<file path="src/rtl/memboot_pkg.sv">
package memboot_pkg;

  typedef enum logic [2:0] {
    S_START,
    S_PRE,
    S_MRS,
    S_WAIT,
    S_DONE
  } seq_state_t;

  // {csN, rasN, casN, weN}
  localparam logic [3:0] CMD_NOP  = 4'b0111;
  localparam logic [3:0] CMD_PRE  = 4'b0010;
  localparam logic [3:0] CMD_MRS  = 4'b0000;
  localparam logic [3:0] CMD_AREF = 4'b0001;

  localparam logic [1:0] BOOT_ROM   = 2'b01;
  localparam logic [1:0] BOOT_FLASH = 2'b10;

  localparam int CFG_W = 8;

  typedef struct packed {
    logic sampleStrap;
    logic doPre;
    logic doMrs;
    logic doRefresh;
  } seq_strobe_t;

  function automatic logic [CFG_W-1:0] makeCfg(logic isRom, logic isWide,
                                               logic [1:0] ras, logic [2:0] cas);
    return {1'b1, isRom, isWide, ras, cas};
  endfunction

endpackage

</file>
<file path="src/rtl/memboot_ctrl.sv">
module memboot_ctrl
  import memboot_pkg::*;
#(
  parameter int WAIT_CYC = 4
) (
  input  logic        clk,
  input  logic        porRstN,
  input  logic        softRstN,
  input  logic [1:0]  strapBoot,
  input  logic        refreshDue,
  output seq_strobe_t strb,
  output logic        cpuRstN
);

  localparam int WCW = $clog2(WAIT_CYC + 1);

  seq_state_t     state, stateNext;
  logic [WCW-1:0] waitCnt;
  logic           bootSync;

  assign bootSync = (strapBoot == BOOT_ROM) || (strapBoot == BOOT_FLASH);

  always_comb begin
    stateNext = state;
    case (state)
      S_START: stateNext = bootSync ? S_PRE : S_DONE;
      S_PRE:   stateNext = S_MRS;
      S_MRS:   stateNext = S_WAIT;
      S_WAIT:  if (waitCnt == WCW'(WAIT_CYC - 1)) stateNext = S_DONE;
      S_DONE:  stateNext = S_DONE;
      default: stateNext = S_START;
    endcase
  end

  always_comb begin
    strb.sampleStrap = (state == S_START);
    strb.doPre       = (state == S_START) && (stateNext == S_PRE);
    strb.doMrs       = (state == S_PRE) && (stateNext == S_MRS);
    strb.doRefresh   = (state == S_DONE) && refreshDue;
  end

  always_ff @(posedge clk or negedge porRstN) begin
    if (!porRstN) begin
      state   <= S_START;
      waitCnt <= '0;
      cpuRstN <= 1'b0;
    end else begin
      state   <= stateNext;
      waitCnt <= (state == S_WAIT) ? waitCnt + 1'b1 : '0;
      cpuRstN <= (stateNext == S_DONE) && softRstN;
    end
  end

  // precharge is always followed by mode set, then the wait
  assert_pre_then_mrs_R2: assert property (@(posedge clk) disable iff (!porRstN)
    state == S_PRE |=> state == S_MRS);
  assert_mrs_then_wait_R5: assert property (@(posedge clk) disable iff (!porRstN)
    state == S_MRS |=> state == S_WAIT);
  // processor is released only once the sequence is finished
  assert_release_done_R5: assert property (@(posedge clk) disable iff (!porRstN)
    cpuRstN |-> state == S_DONE);
  // soft reset holds the processor at the following edge
  assert_soft_hold_R8: assert property (@(posedge clk) disable iff (!porRstN)
    !softRstN |=> !cpuRstN);
  // at most one command strobe per cycle
  assert_one_cmd_R2: assert property (@(posedge clk) disable iff (!porRstN)
    $onehot0({strb.doPre, strb.doMrs, strb.doRefresh}));

endmodule

</file>
<file path="src/rtl/memboot_dp.sv">
module memboot_dp
  import memboot_pkg::*;
#(
  parameter int NUM_BANKS = 4,
  parameter int BOOT_BANK = 3,
  parameter int ADDR_W    = 13,
  parameter int REF_INT   = 64,
  parameter int RAS_LAT   = 2,
  parameter int CAS_LAT   = 5,
  parameter int BURST_LEN = 4
) (
  input  logic                       clk,
  input  logic                       porRstN,
  input  seq_strobe_t                strb,
  input  logic [1:0]                 strapBoot,
  input  logic                       strapWide,
  input  logic                       memIdle,
  output logic [3:0]                 memCmd,
  output logic [ADDR_W-1:0]          memAddr,
  output logic                       memCke,
  output logic [NUM_BANKS*CFG_W-1:0] bankCfg,
  output logic                       refreshDue
);

  localparam int RCW = $clog2(REF_INT);
  localparam logic [ADDR_W-1:0] MODE_VAL =
    ADDR_W'({2'(RAS_LAT), 3'(CAS_LAT), 1'b0, 3'($clog2(BURST_LEN))});
  localparam logic [ADDR_W-1:0] PRE_ALL_VAL = ADDR_W'(1024);

  logic           romLatch, wideLatch;
  logic [RCW-1:0] refCnt;
  logic           refWrap, anyCmd;

  // Strap capture
  always_ff @(posedge clk or negedge porRstN) begin
    if (!porRstN) begin
      romLatch  <= 1'b0;
      wideLatch <= 1'b0;
    end else if (strb.sampleStrap) begin
      romLatch  <= (strapBoot == BOOT_ROM);
      wideLatch <= strapWide;
    end
  end

  // Refresh interval timer, cleared only by power-on reset
  assign refWrap = (refCnt == RCW'(REF_INT - 1));

  always_ff @(posedge clk or negedge porRstN) begin
    if (!porRstN) begin
      refCnt     <= '0;
      refreshDue <= 1'b0;
    end else begin
      refCnt <= refWrap ? '0 : refCnt + 1'b1;
      if (refWrap)             refreshDue <= 1'b1;
      else if (strb.doRefresh) refreshDue <= 1'b0;
    end
  end

  // Command, address and clock enable registers
  assign anyCmd = strb.doPre | strb.doMrs | strb.doRefresh;

  always_ff @(posedge clk or negedge porRstN) begin
    if (!porRstN) begin
      memCmd  <= CMD_NOP;
      memAddr <= '0;
      memCke  <= 1'b0;
    end else begin
      if (strb.doPre)          memCmd <= CMD_PRE;
      else if (strb.doMrs)     memCmd <= CMD_MRS;
      else if (strb.doRefresh) memCmd <= CMD_AREF;
      else                     memCmd <= CMD_NOP;
      memAddr <= strb.doPre ? PRE_ALL_VAL : (strb.doMrs ? MODE_VAL : '0);
      memCke  <= anyCmd | ~memIdle;
    end
  end

  // Bank configuration bytes
  for (genvar b = 0; b < NUM_BANKS; b++) begin : g_bank
    logic [CFG_W-1:0] cfgQ;
    if (b == BOOT_BANK) begin : g_boot
      always_ff @(posedge clk or negedge porRstN) begin
        if (!porRstN)       cfgQ <= '0;
        else if (strb.doMrs) cfgQ <= makeCfg(romLatch, wideLatch, 2'(RAS_LAT), 3'(CAS_LAT));
      end
    end else begin : g_plain
      assign cfgQ = '0;
    end
    assign bankCfg[b*CFG_W +: CFG_W] = cfgQ;
  end

  // mode set always carries the mode word
  assert_mode_word_R3: assert property (@(posedge clk) disable iff (!porRstN)
    memCmd == CMD_MRS |-> memAddr == MODE_VAL);
  // any command is presented with the clock enabled
  assert_cke_cmd_R9: assert property (@(posedge clk) disable iff (!porRstN)
    memCmd != CMD_NOP |-> memCke);
  // configuration changes only together with mode set
  assert_cfg_hold_R8: assert property (@(posedge clk) disable iff (!porRstN)
    !$stable(bankCfg) |-> memCmd == CMD_MRS);
  // a refresh never repeats on consecutive cycles
  assert_refresh_single_R7: assert property (@(posedge clk) disable iff (!porRstN)
    memCmd == CMD_AREF |=> memCmd != CMD_AREF);

endmodule

</file>
<file path="src/rtl/memboot_seq.sv">
module memboot_seq
  import memboot_pkg::*;
#(
  parameter int NUM_BANKS = 4,
  parameter int BOOT_BANK = 3,
  parameter int ADDR_W    = 13,
  parameter int WAIT_CYC  = 4,
  parameter int REF_INT   = 64,
  parameter int RAS_LAT   = 2,
  parameter int CAS_LAT   = 5,
  parameter int BURST_LEN = 4
) (
  input  logic                       clk,
  input  logic                       porRstN,
  input  logic                       softRstN,
  input  logic [1:0]                 strapBoot,
  input  logic                       strapWide,
  input  logic                       memIdle,
  output logic [3:0]                 memCmd,
  output logic [ADDR_W-1:0]          memAddr,
  output logic                       memCke,
  output logic [NUM_BANKS*CFG_W-1:0] bankCfg,
  output logic                       cpuRstN
);

  seq_strobe_t strb;
  logic        refreshDue;

  memboot_ctrl #(.WAIT_CYC(WAIT_CYC)) u_ctrl (
    .clk       (clk),
    .porRstN   (porRstN),
    .softRstN  (softRstN),
    .strapBoot (strapBoot),
    .refreshDue(refreshDue),
    .strb      (strb),
    .cpuRstN   (cpuRstN)
  );

  memboot_dp #(
    .NUM_BANKS(NUM_BANKS),
    .BOOT_BANK(BOOT_BANK),
    .ADDR_W   (ADDR_W),
    .REF_INT  (REF_INT),
    .RAS_LAT  (RAS_LAT),
    .CAS_LAT  (CAS_LAT),
    .BURST_LEN(BURST_LEN)
  ) u_dp (
    .clk       (clk),
    .porRstN   (porRstN),
    .strb      (strb),
    .strapBoot (strapBoot),
    .strapWide (strapWide),
    .memIdle   (memIdle),
    .memCmd    (memCmd),
    .memAddr   (memAddr),
    .memCke    (memCke),
    .bankCfg   (bankCfg),
    .refreshDue(refreshDue)
  );

endmodule

</file>
<file path="config.mk">
export PLATFORM = sky130hd
export DESIGN_NAME = memboot_seq
export DESIGN_NICKNAME = d
export VERILOG_FILES = /design/src/rtl/memboot_pkg.sv /design/src/rtl/memboot_ctrl.sv /design/src/rtl/memboot_dp.sv /design/src/rtl/memboot_seq.sv
export SDC_FILE = /design/constraint.sdc
export NUM_CORES = 1
export LEC_CHECK = 0
export ABC_AREA = 0
export BUFFER_PORTS_ARGS = -buffer_cell sky130_fd_sc_hd__buf_2
export CAP_MARGIN = 20
export CORE_MARGIN = 8
export CORE_UTILIZATION = 42
export DETAILED_ROUTE_END_ITERATION = 12
export PLACE_DENSITY = 0.83
export SYNTH_ARGS = -nofsm -noshare
export SYNTH_HDL_FRONTEND = slang
export SYNTH_SLANG_ARGS = --single-unit
</file>
<file path="constraint.sdc">
create_clock -name clk -period 1.62 [get_ports clk]
set_clock_uncertainty 0.15 [all_clocks]
set_input_delay 0.324 -clock clk [delete_from_list [all_inputs] [get_ports clk]]
set_output_delay 0.324 -clock clk [all_outputs]
set_load 0.01 [all_outputs]
</file>
==> flow_metrics.env <==
export IMPL_io_buffers=22
export IMPL_critPathKind="reg2reg"
export IMPL_synth_seq_cells=25
export IMPL_synthSimpleGateAreaFrac_pct=12.6
export IMPL_yosysSeqAreaShare_pct=47.5
export IMPL_p_leak_nw=0.693
export IMPL_syn_to_final_growth_pct=0.850
export IMPL_grt_overflow=0
export IMPL_synth_xor_area_share_pct=1.98
export IMPL_fillers=310
export IMPL_hpwlAfterDp_um=1600
export IMPL_critical_path_arrival_ns=1.61
export IMPL_clock_sink_count=25
export IMPL_io_pins=58
export IMPL_drtIter0Drc=36
export IMPL_rsz0062_at_grt="no"
export IMPL_use_met3_pct=3.86
export IMPL_tns_ns=0
export IMPL_clk_pin_slew_worst_paths_ns=0.11
export IMPL_synth_top_area_share_pct=41.5
export IMPL_gp_congestion=0.808
export IMPL_grt_busiest_layer="met2"
export IMPL_initial_core_util_pct=43.8
export IMPL_postSynthAreaPerCell_um2=10.6
export IMPL_clock_latency_ns=0.31
export IMPL_max_slew_margin_rel_pct=65.4
export IMPL_use_met2_pct=14.2
export IMPL_die_w_um=72.2
export IMPL_antenna_found_initial=0
export IMPL_synthAdderAreaFrac_pct=3.78
export IMPL_yosysUniqueCellTypes=29
export IMPL_nNetsFinal=156
export IMPL_end_kind="register"
export IMPL_final_hold_viol_count=0
export IMPL_drc=0
export IMPL_synth_top_area_cell="dfrtp_1"
export IMPL_clockPowerShare_pct=16.2
export IMPL_worst_pin_slew_ns=0.519
export IMPL_path_max_fanout=2
export IMPL_synth_edf_count=0
export IMPL_grt_pass1_wl_um=3180
export IMPL_power_frac_seq_pct=54.6
export IMPL_synth_compound_area_share_pct=4.06
export IMPL_cts_made_buffers=3
export IMPL_dieHeight_um=72.2
export IMPL_num_rows=20
export IMPL_total_power_mw=1.62
export IMPL_synthMuxAreaShare_pct=3.40
export IMPL_grt_pass1_vias=748
export IMPL_htreeDepth=1
export IMPL_setup_viol=0
export IMPL_power_switching_mw=0.520
export IMPL_clock_path_buffers=2
export IMPL_worstSetupStartpointType="register"
export IMPL_cp_required_ns=1.68
export IMPL_peakVddDrop_mv=0.314
export IMPL_r2r_cells=5
export IMPL_wl_per_cell_um=10.5
export IMPL_grt_util_all_layers_pct=7.66
export IMPL_p_per_area_mw_per_mm2=1210
export IMPL_intPower_mw=1.10
export IMPL_die_area_mm2=0.00521
export IMPL_synth_top_family_by_area="buffers and inverters"
export IMPL_use_met1_pct=6.64
export IMPL_yosysMostFrequentCell="buf_4"
export IMPL_hold_class="in2reg"
export IMPL_drive_gt1_share_pct=27.1
export IMPL_final_min_clock_period_ns=1.55
export IMPL_drv_slew=0
export IMPL_cts_root_buf="clkbuf_4"
export IMPL_final_area_mm2=0.00134
export IMPL_synthFlopType="dfrtp_1"
export IMPL_synth_async_sr_flop_share_pct=100
export IMPL_period_share_pct=95.8
export IMPL_post_route_util_pct=44.1
export IMPL_synth_cells=125
export IMPL_diodes=0
export IMPL_dr_total_vias=752
export IMPL_netlist_area_mm2=0.00133
export IMPL_synthTopCellsByCount="41 x buf_4, 22 x dfrtp_1, 10 x nor2_1"
export IMPL_comb_power_share_pct=29.2
export IMPL_ant_nets=0
export IMPL_synthTopCellsByArea="dfrtp_1 42%, buf_4 23%, dfstp_2 5.9%"
export IMPL_first_pass_iters=2
export IMPL_coreArea_mm2=0.00303
export IMPL_routed_via_density=4.00
export IMPL_cts_tree="yes"
export IMPL_place_area_mm2=0.00129
export IMPL_whs_path_depth=2
export IMPL_final_cell_count_no_fill=188
export IMPL_outcome="finished, final reports clean"
export IMPL_dp_cells=182
export IMPL_grt_max_degree=26
export IMPL_wl_um=1970
export IMPL_yosys_warnings=0
export IMPL_switching_share_pct=32.1
export IMPL_fmax_mhz=644
export IMPL_cap_violations=0
placed cells by master (no fill, tap or decap):
cell type / instances
and3b_1: 1
nor2_1: 10
buf_2: 22
or2_0: 1
a21oi_1: 4
conb_1: 35
nand2_1: 4
a21o_1: 1
nor3b_4: 1
xor2_1: 2
clkbuf_1: 1
dfstp_2: 3
nor2b_1: 1
and3_1: 1
or2_2: 3
dlygate4sd3_1: 1
dfrtp_1: 22
ha_2: 1
o31ai_1: 1
nor3_1: 2
nand2b_1: 1
xnor2_1: 1
ha_1: 3
o21ai_0: 2
nand3_1: 4
nor4_1: 1
inv_1: 4
and2_1: 1
a22o_1: 1
clkbuf_4: 3
mux2_2: 4
buf_4: 2
registers in the layout, indices dropped and copies added, names as in the netlist:
register          count
u_dp.wideLatch        1
u_dp.romLatch         1
u_dp.memAddr          2
u_dp.memCke           1
u_ctrl.waitCnt        3
u_dp.memCmd           3
u_dp.refCnt           6
u_ctrl.state          3
u_dp.refreshDue       1
u_ctrl.cpuRstN        1
u_dp.g_bank.cfgQ      3
layout make-up:
class / count / area, um2 / share of cell area [%]
repair buffers: 25 / 135 / 10.1
well taps: 44 / 55.1 / 4.12
clock buffers: 4 / 26.3 / 1.97
flip-flops and latches: 25 / 629 / 47.1
multi-input cells: 86 / 475 / 35.6
inverters: 4 / 15.0 / 1.12
per-stage QoR:
stage / hold slack, ns / setup slack (ns)
global placement: 0.176 / 0.0641
CTS: 0.0316 / 0.0101
global route: 0.0266 / 0.00746
detailed placement: 0.180 / 0.0271
floorplan: -0.122 / 0.0767
finish: 0.0459 / 0.0674
repair_timing:
action,4_1_cts,5_1_grt
setup buffers,0,1
endpoints found under the hold margin,22,0
gates resized for setup,0,1
hold buffers,1,0
endpoints found under the setup margin,0,1
worst paths after layout:
path,from,end,slack (ns)
setup / recovery,u_ctrl.waitCnt[0]$_DFF_PN0_,u_ctrl.cpuRstN$_DFF_PN0_,0.07
hold / removal,memIdle,u_dp.memCke$_DFF_PN0_,0.05
setup reg to reg,u_ctrl.waitCnt[0]$_DFF_PN0_,u_ctrl.cpuRstN$_DFF_PN0_,0.07
hold reg to reg,u_dp.refCnt[5]$_DFF_PN0_,u_dp.refCnt[5]$_DFF_PN0_,0.36
max in group asynchronous,porRstN,u_dp.memCmd[0]$_DFF_PN1_,0.60
min in group asynchronous,porRstN,u_dp.memAddr[8]$_DFF_PN0_,0.35
power by group through the flow:
stage	clock, mW	combinational (mW)	sequential (mW)
4_1_cts	0.273	0.459	0.883
3_3_place_gp	0	0.446	0.888
2_1_floorplan	0	0.455	0.872
3_5_place_dp	0	0.455	0.896
6_report	0.261	0.473	0.884
5_1_grt	0.299	0.538	0.905
critical path, stage by stage (launching register included):
cell	delay [ns]
dfrtp_1	0.39
ha_1	0.20
ha_2	0.17
and3_1	0.18
a22o_1	0.22
and2_1	0.15
routing by layer:
| layer | vias up | share of wire [%] |
|---|---|---|
| met5 | - | 0 |
| met3 | 2 | 13 |
| met4 | 0 | 1.4 |
| li1 | 361 | - |
| met1 | 356 | 33 |
| met2 | 33 | 52 |
kinds of logic after synthesis:
logic type / Yosys count
adder cells (fa/ha/maj): 4
flip-flops: 25
buffers and inverters: 48
multiplexers: 4
AND/OR/NAND/NOR: 31
XOR/XNOR: 3
AO/OA/AOI/OAI: 9
other: 1
Note: power is estimated with default switching activity, not from simulation.
